## src/rtl/dsel_pkg.sv

```systemverilog
// Shared types for the display source selector.
// Assumes: control bits are synchronous to the block clock.
package dsel_pkg;

    typedef enum logic [2:0] {
        SRC_SEG  = 3'd0,
        SRC_USER = 3'd1,
        SRC_HOLD = 3'd2,
        SRC_PEAK = 3'd3,
        SRC_LIVE = 3'd4
    } disp_src_e;

    // Fixed priority: segment > user > hold > peak > live.
    function automatic disp_src_e pick_src(input logic seg, input logic user,
                                           input logic hold, input logic peak);
        disp_src_e s;
        if (seg)       s = SRC_SEG;
        else if (user) s = SRC_USER;
        else if (hold) s = SRC_HOLD;
        else if (peak) s = SRC_PEAK;
        else           s = SRC_LIVE;
        return s;
    endfunction

endpackage

```

## src/rtl/dsel_result_track.sv

```systemverilog
// Keeps the newest conversion result (live) and the frozen display copy (held).
// The held copy follows results only while hold is off, while live always does.
// Outputs the next-state values so the selector sees this cycle's update.
// Assumes: res_data is meaningful only when res_valid is 1.
module dsel_result_track #(
    parameter int DATA_W = 16
) (
    input  logic                     clk,
    input  logic                     rst_n,
    input  logic                     res_valid,
    input  logic signed [DATA_W-1:0] res_data,
    input  logic                     hold_en,
    output logic signed [DATA_W-1:0] live_q,
    output logic signed [DATA_W-1:0] live_nxt,
    output logic signed [DATA_W-1:0] held_nxt
);
    logic signed [DATA_W-1:0] held_q;

    // Next-state values for the live and held registers.
    always_comb begin
        live_nxt = res_valid ? res_data : live_q;
        held_nxt = (res_valid && !hold_en) ? res_data : held_q;
    end

    // State update with synchronous reset to zero.
    always_ff @(posedge clk) begin
        if (!rst_n) begin
            live_q <= '0;
            held_q <= '0;
        end else begin
            live_q <= live_nxt;
            held_q <= held_nxt;
        end
    end
endmodule

```

## src/rtl/dsel_peak_track.sv

```systemverilog
// Tracks the largest signed result. Restarts on the rising edge of the peak
// enable from the incoming result, or from the last live value if none arrives.
// Assumes: live_q is the live register before this cycle's update.
module dsel_peak_track #(
    parameter int DATA_W = 16
) (
    input  logic                     clk,
    input  logic                     rst_n,
    input  logic                     res_valid,
    input  logic signed [DATA_W-1:0] res_data,
    input  logic signed [DATA_W-1:0] live_q,
    input  logic                     peak_en,
    output logic signed [DATA_W-1:0] peak_nxt
);
    localparam logic signed [DATA_W-1:0] MIN_VAL = {1'b1, {(DATA_W-1){1'b0}}};

    logic signed [DATA_W-1:0] peak_q;
    logic                     peak_en_d;
    logic                     restart;

    // Detect the enable edge and choose the next peak value.
    always_comb begin
        restart = peak_en && !peak_en_d;
        if (restart)
            peak_nxt = res_valid ? res_data : live_q;
        else if (res_valid && (res_data > peak_q))
            peak_nxt = res_data;
        else
            peak_nxt = peak_q;
    end

    // Peak and edge-detect registers.
    always_ff @(posedge clk) begin
        if (!rst_n) begin
            peak_q    <= MIN_VAL;
            peak_en_d <= 1'b0;
        end else begin
            peak_q    <= peak_nxt;
            peak_en_d <= peak_en;
        end
    end
endmodule

```

## src/rtl/dsel_range_cls.sv

```systemverilog
// Classifies a signed value against an inclusive signed window.
// Assumes: thr_lo <= thr_hi for meaningful results; no ordering is enforced.
module dsel_range_cls #(
    parameter int DATA_W = 16
) (
    input  logic signed [DATA_W-1:0] val,
    input  logic signed [DATA_W-1:0] thr_hi,
    input  logic signed [DATA_W-1:0] thr_lo,
    output logic                     over,
    output logic                     under
);
    // Strict comparisons: values on a threshold stay in range.
    always_comb begin
        over  = val > thr_hi;
        under = (val < thr_lo) && !over;
    end
endmodule

```

## src/rtl/dsel_seg_map.sv

```systemverilog
// Turns active-low raw segment words into active-high enables.
// Bit 0 of each word is a pad position and is always driven low.
// Assumes: SEG_W >= 2.
module dsel_seg_map #(
    parameter int SEG_W = 16,
    parameter int SEG_N = 2
) (
    input  logic [SEG_N*SEG_W-1:0] raw,
    output logic [SEG_N*SEG_W-1:0] seg_en
);
    localparam logic [SEG_W-1:0] PAD_MASK = {{(SEG_W-1){1'b1}}, 1'b0};

    for (genvar w = 0; w < SEG_N; w++) begin : g_word
        // Invert one word and clear its pad bit.
        always_comb begin
            seg_en[w*SEG_W +: SEG_W] = ~raw[w*SEG_W +: SEG_W] & PAD_MASK;
        end
    end
endmodule

```

## src/rtl/display_src_sel.sv

```systemverilog
// Top of the display source selector. Picks the display source by fixed
// priority, puts out-of-range codes in place of out-of-window numbers, and
// registers all outputs. The source state is read at its next-state value,
// so control changes and new results show right after the sampling edge.
// Assumes: all inputs are synchronous to clk.
module display_src_sel
    import dsel_pkg::*;
#(
    parameter int DATA_W = 16,
    parameter int SEG_W  = 16,
    parameter int SEG_N  = 2
) (
    input  logic                      clk,
    input  logic                      rst_n,
    input  logic                      sel_seg,
    input  logic                      sel_user,
    input  logic                      hold_en,
    input  logic                      peak_en,
    input  logic                      res_valid,
    input  logic signed [DATA_W-1:0]  res_data,
    input  logic signed [DATA_W-1:0]  thr_hi,
    input  logic signed [DATA_W-1:0]  thr_lo,
    input  logic [DATA_W-1:0]         user_data,
    input  logic [SEG_N*SEG_W-1:0]    seg_raw,
    output logic [DATA_W-1:0]         disp_word,
    output logic                      disp_oor,
    output logic                      disp_neg,
    output logic                      seg_mode,
    output logic [SEG_N*SEG_W-1:0]    seg_on
);
    localparam int SEG_BITS = SEG_N * SEG_W;

    logic signed [DATA_W-1:0] live_q, live_nxt, held_nxt, peak_nxt;
    logic signed [DATA_W-1:0] num_val;
    logic                     is_over, is_under;
    logic [SEG_BITS-1:0]      seg_en_w;
    disp_src_e                src;

    logic [DATA_W-1:0]        word_d;
    logic                     oor_d, neg_d, segm_d;
    logic [SEG_BITS-1:0]      seg_d;

    dsel_result_track #(.DATA_W(DATA_W)) u_res (
        .clk      (clk),
        .rst_n    (rst_n),
        .res_valid(res_valid),
        .res_data (res_data),
        .hold_en  (hold_en),
        .live_q   (live_q),
        .live_nxt (live_nxt),
        .held_nxt (held_nxt)
    );

    dsel_peak_track #(.DATA_W(DATA_W)) u_peak (
        .clk      (clk),
        .rst_n    (rst_n),
        .res_valid(res_valid),
        .res_data (res_data),
        .live_q   (live_q),
        .peak_en  (peak_en),
        .peak_nxt (peak_nxt)
    );

    dsel_range_cls #(.DATA_W(DATA_W)) u_rng (
        .val   (num_val),
        .thr_hi(thr_hi),
        .thr_lo(thr_lo),
        .over  (is_over),
        .under (is_under)
    );

    dsel_seg_map #(.SEG_W(SEG_W), .SEG_N(SEG_N)) u_seg (
        .raw   (seg_raw),
        .seg_en(seg_en_w)
    );

    // Resolve the active source and the numeric value it would show.
    always_comb begin
        src = pick_src(sel_seg, sel_user, hold_en, peak_en);
        case (src)
            SRC_HOLD: num_val = held_nxt;
            SRC_PEAK: num_val = peak_nxt;
            default:  num_val = live_nxt;
        endcase
    end

    // Build the next output set from the chosen source.
    always_comb begin
        word_d = '0;
        oor_d  = 1'b0;
        neg_d  = 1'b0;
        segm_d = 1'b0;
        seg_d  = '0;
        case (src)
            SRC_SEG: begin
                segm_d = 1'b1;
                seg_d  = seg_en_w;
            end
            SRC_USER: word_d = user_data;
            default: begin
                if (is_over) begin
                    oor_d = 1'b1;
                end else if (is_under) begin
                    oor_d = 1'b1;
                    neg_d = 1'b1;
                end else begin
                    word_d = num_val;
                end
            end
        endcase
    end

    // Output registers with synchronous reset.
    always_ff @(posedge clk) begin
        if (!rst_n) begin
            disp_word <= '0;
            disp_oor  <= 1'b0;
            disp_neg  <= 1'b0;
            seg_mode  <= 1'b0;
            seg_on    <= '0;
        end else begin
            disp_word <= word_d;
            disp_oor  <= oor_d;
            disp_neg  <= neg_d;
            seg_mode  <= segm_d;
            seg_on    <= seg_d;
        end
    end
endmodule

```

## config.mk

```make
export PLATFORM = sky130hd
export DESIGN_NAME = display_src_sel
export DESIGN_NICKNAME = d
export VERILOG_FILES = /design/src/rtl/dsel_pkg.sv /design/src/rtl/dsel_result_track.sv /design/src/rtl/dsel_peak_track.sv /design/src/rtl/dsel_range_cls.sv /design/src/rtl/dsel_seg_map.sv /design/src/rtl/display_src_sel.sv
export SDC_FILE = /design/constraint.sdc
export NUM_CORES = 1
export LEC_CHECK = 0
export BUFFER_PORTS_ARGS = -buffer_cell sky130_fd_sc_hd__buf_2
export CORE_ASPECT_RATIO = 1.25
export CORE_MARGIN = 1
export CORE_UTILIZATION = 55
export DETAILED_ROUTE_END_ITERATION = 6
export GPL_ROUTABILITY_DRIVEN = 0
export HOLD_SLACK_MARGIN = 0.02
export PLACE_DENSITY = 0.85
export SYNTH_ARGS = -nofsm -noshare
export SYNTH_HDL_FRONTEND = slang
export SYNTH_SLANG_ARGS = --single-unit
```

## constraint.sdc

```tcl
create_clock -name clk -period 11.3 [get_ports clk]
set_clock_uncertainty 0.15 [all_clocks]
set_input_delay 2.26 -clock clk [delete_from_list [all_inputs] [get_ports clk]]
set_output_delay 2.26 -clock clk [all_outputs]
set_load 0.01 [all_outputs]
```

# Word level (Yosys, flattened, before mapping)
# Cells that the tools add are included.
# word_totals
latch_bits	0
output_inout_bits	51
romBits	0
elab_cells	45
register_bits	100
mem_bits_rw	0
n_memories	0
# op_classes
n_lt_le_gt_ge	3
muxes	15
n_mul	0
reduce_logical	11
n_shift	0
addsub	0
bitwise	3
eq_ne	3
div_mod_pow	0
# op_table
cell	count
$mux 16	6
$pmux 16 s2	2
$gt 16x16->1	2
$not 16->16	2
$lt 16x16->1	1
$mux 3	4
$eq 3x2->1 const B	2
$logic_and 1x1->1	4
$reduce_or 4->1	1
$eq 3x1->1 const B	1
$logic_not 1->1	3
$logic_not 3->1	1
$mux 1	3
$reduce_or 3->1	1
$reduce_and 2->1	1
$not 1->1	1

# Longest topological paths before layout
# depth
depth_word	12
mapped_depth	22
ltp_nobuf	17

# Hierarchy
# Synthesis repeated with hierarchy kept, for this count alone.
# unflattened
hier_cells	719
hier_area_um2	6242.2
# modules_own_cells
module	instances	cells_per_inst	seq_area_each_um2	area_per_inst_um2
display_src_sel	1	227	1021.0	2079.5
dsel_peak_track	1	206	340.3	1627.8
dsel_result_track	1	141	640.6	1575.3
dsel_range_cls	1	112	0.0	828.3
dsel_seg_map	1	33	0.0	131.4

# Least setup slack after synthesis
# No wires, ideal clock.
# synth_timing
path_kind	input to register
start	in res_data[7]
end	reg disp_word[10]
setup_ps	128
arrival_time_ps	6197
path_buffers	4
path_stages	18
required_ps	11022
path_slack_ps	4824
cell_sequence	ha_1 > a211oi_1 > o21ai_0 > a2bb2oi_1 > and4b_1 > buf_2 > buf_2 > buf_1 > nor3_1 > o31ai_1 > inv_1 > ha_1 > a2111oi_0 > o21ai_0 > a2111o_1 > o41ai_4 > buf_6 > o31ai_1
# synth_via
elab_chain_len	11
# synth_lines
element	line_no	rtl
from (decl)	display_src_sel.sv:20	input logic signed [DATA_W-1:0] res_data,
$gt 16x16->1	dsel_peak_track.sv:26	else if (res_valid && (res_data > peak_q))
$logic_and 1x1->1	dsel_peak_track.sv:26	
$mux 16	dsel_peak_track.sv:26	
$mux 16	dsel_peak_track.sv:24	if (restart)
$pmux 16 s2 *	display_src_sel.sv:80	case (src)
$gt 16x16->1	dsel_range_cls.sv:14	over = val > thr_hi;
$logic_not 1->1	dsel_range_cls.sv:15	under = (val < thr_lo) && !over;
$logic_and 1x1->1	dsel_range_cls.sv:15	
$mux 16	display_src_sel.sv:103	end else if (is_under) begin
$mux 16 *	display_src_sel.sv:101	if (is_over) begin
$pmux 16 s2 *	display_src_sel.sv:94	case (src)
to (signal assigned)	display_src_sel.sv:122	disp_word <= word_d;
to (decl)	display_src_sel.sv:25	output logic [DATA_W-1:0] disp_word,
# Mark *: on every way between the ends. The rest lies on a longest branch, timed or not.
# A chain may end at the register's enable or synchronous reset.

# Worst setup path in the final report
# layout_timing
start	in res_data[15]
end	reg disp_word[11]
# The elaborated chain is that of the path after synthesis.

==> reports/metrics.csv <==
stage,metric,value,unit
floorplanning,die_w,88.29,µm
yosys,netlist_area,0.005119,mm²
yosys,ys_top_cells_by_count,"dfxtp_1 (98), nor2_1 (82), inv_1 (64)",
hold_path,min_to,u_res.held_q[9],
hold_path,hp-class,reg -> reg,
cts,cts_resized,0,
yosys,yosysSeqAreaShare,38.33,%
cts,cts_setup_buffers,0,
global_routing,grt_pass1_wl,20620,µm
worst_setup_path,cp-start-kind,primary input,
floorplanning,initial_core_util,56.40,%
final_layout,antenna_cells,0,
pwr,p_leak,3.082,nW
cts,clkTransAtPathRegs,0.07,ns
global_routing,grt_pass1_vias,4699,
worst_setup_path,critPathMaxFanout,20,
worst_setup_path,r2r_cells,16,
yosys,synth_cell_types,51,
yosys,synthMostInstantiatedCell,dfxtp_1,
yosys,synth_top_area_share,38.33,%
floorplanning,core_area,0.009076,mm²
final_layout,fin_nets,894,
sta,max_freq,130.9,MHz
worst_setup_path,cp_cell_sequence,buf_2 > ha_1 > nand4_2 > a2111o_1 > a31oi_2 > buf_4 > nor3_1 > o31ai_1 > inv_1 > ha_1 > inv_1 > a2111oi_0 > o21ai_0 > a2111o_1 > o41ai_4 > o31ai_1,
yosys,netlist_top_cells_area,"dfxtp_1 (38%), ha_1 (11%), nor2_1 (6.0%)",
worst_setup_path,cp_slowest_cell,o41ai_4,
sta,finalSetupViolCount,0,
placed_design,dp_hpwl,9732,µm
worst_setup_path,reg2reg_from,u_peak.peak_q[15],
yosys,synth_fa_ha_area_share,11.49,%
final_layout,drive_above_1_share,23.23,%
yosys,yosys.area.top_type,dfxtp_1,
global_routing,grtUsageTotal,27.84,%
sta,fin_setup_tns,0,ns
worst_setup_path,cp.arrival,7.68,ns
cts,clk_root_buffer_cell,clkbuf_16,
yosys,synth_top_family_by_area,compound AO/OA/AOI/OAI gates,
placed_design,placed_cells,856,
cts,cts_tree,built,
routing,ant_nets,0,
placed_design,numPortBuffers,149,
routing,wl,13430,µm
sta,grt_setup_unrepaired,no,
worst_setup_path,rr_endpoint,disp_word[11],
sta,hold_viol_final,0,
sta,fin_crit_sh,67.61,%
hold_path,hold_path.startpoint,u_res.held_q[9],
final_layout,areaGrowthSynthToFinish,20.97,%
routing,wire_per_inst,15.41,µm
worst_setup_path,required,11.34,ns
floorplanning,io_pins,154,
floorplanning,die_h,109.9,µm
yosys,synth_ff_type,dfxtp_1,
yosys,avgSynthCellArea,8.310,µm²
final_layout,fill_cells,748,
yosys,ys.warnings.count,0,
routing,avgViaCountPerCell,5.518,
cts,clock_path_buffers,2,
sta,drv_slew,0,
hold_path,hold_depth,2,
yosys,synthArstFlopShare,0,%
pwr,totalPowerFinal,882.6,µW
cts,clkLatencyLatePin,0.36,ns
routing,drtPass1Iterations,6,
worst_setup_path,cpPeakStageDelay,0.83,ns
sta,finalCriticalPeriod,7.639,ns
routing,num_vias,4812,
cts,cts_sinks,98,
global_routing,antenna_found_initial,0,
pwr,p_per_area,142.5,mW/mm²
pwr,peakVddDrop,0.1207,mV
sta,slew_headroom,31.67,%
global_routing,grt_max_degree,54,
cts,cts_buffers,9,
floorplanning,die-area,0.009699,mm²
yosys,muxShareOfSynthArea,3.129,%
yosys,syn_inst,616,
sta,worst_pin_slew,1.022,ns
sta,fin_hold_ws,0.3188,ns
cts,ctsHtreeMaxLevel,3,
routing,drt_iter0_drc,300,
yosys,synth_edf_count,0,
worst_setup_path,cp-end-kind,flop,
yosys,ys_ff_latch,98,
yosys,synth-xor-area-share,0,%
yosys,synth-simple-area-share,18.11,%
worst_setup_path,r2r_setup_slack,5.32,ns
worst_setup_path,crit_type,in -> reg,
yosys,synth-compound-area-share,21.05,%
global_routing,grt-ovfl-total,0,
cts,hold_buffers,0,
flow_run,cap_violations,0,
final_layout,instances_no_fill,872,
floorplanning,rows,39,
run_status,status,"finished, final reports clean",
routing,drc,0,
metal layers:
layer / share of wire, % / track usage (%)
met1: 39 / 30.79
met2: 50 / 50.00
met3: 8.6 / 6.306
met4: 2.6 / 12.79
met5: 0 / 0
cell families after synthesis:
kind of cell    after synthesis
buf+inv                     101
flops                        98
other cells                   1
mux                          16
simple gates                205
fa+ha+maj                    47
compound gates              148
per-stage QoR:
stage	utilization, %	cell area (µm²)	setup WS [ns]
final	68.22	6192	3.661
after global routing	68.22	6192	3.372
after CTS	68.22	6192	3.726
after detailed placement	64.92	5892	3.465
after global placement	64.92	5892	3.549
after floorplan	-	5122	4.824
worst max path at each step:
| stage | start | to | cells past startpoint |
|---|---|---|---|
| after floorplan | res_data[7] | disp_word[10] | 18 |
| after global placement | res_data[15] | disp_oor | 16 |
| after detailed placement | res_data[15] | disp_oor | 16 |
| after CTS | res_data[15] | disp_oor | 16 |
| after global routing | res_data[15] | disp_word[11] | 16 |
| final | res_data[15] | disp_word[11] | 16 |
cell usage in the layout, fill, tap and decap left out, types with 2 or more instances in the layout:
master       n
a2111o_1     2
a211oi_1     4
a21boi_0    17
a21o_1       4
a21oi_1     27
buf_2      149
buf_4        4
clkbuf_16    9
conb_1       2
dfxtp_1     98
ha_1        47
inv_1       64
inv_6        2
mux2i_1     16
nand2_1     60
nand2b_1     6
nand3_1      3
nand4_1      5
nor2_1      82
nor2b_1     21
nor3_1      16
o211ai_1     2
o21a_1      19
o21ai_0     12
o221ai_1    14
o22ai_1      2
o311a_1      2
o31ai_1     31
or2_2        2
or3_1        2
layout make-up:
type | count | area [µm²] | share of cell area, %
clock buffers | 10 | 229.0 | 3.698
clock inverters | 6 | 71.32 | 1.152
inverters | 64 | 240.2 | 3.880
multi-input cells | 418 | 2760 | 44.57
flip-flops and latches | 98 | 1962 | 31.68
well taps | 123 | 153.9 | 2.485
repair buffers | 153 | 775.7 | 12.53
worst max-delay path, delay by kind of cell:
| kind | cells | cell delay [ns] |
|---|---|---|
| and+or+nand+nor | 2 | 0.28 |
| adders and majority gates | 2 | 0.69 |
| buffers and inverters | 4 | 0.72 |
| AOI/OAI and AO/OA | 8 | 3.73 |
flip-flops by register name (all words and copies together) (netlist names):
register          count
seg_on               30
u_peak.peak_en_d      1
seg_mode              1
u_res.held_q         16
disp_word            16
disp_oor              1
disp_neg              1
u_res.live_q         16
u_peak.peak_q        16
where the power goes:
group	switching, mW	total (mW)	internal [mW]	leakage (nW)
clock network	0.141	0.315	0.175	0.145
logic	0.114	0.192	0.0786	2.13
registers	0.00893	0.375	0.366	0.806
total	0.264	0.883	0.619	3.08
Power figures use the tool's default switching activity.
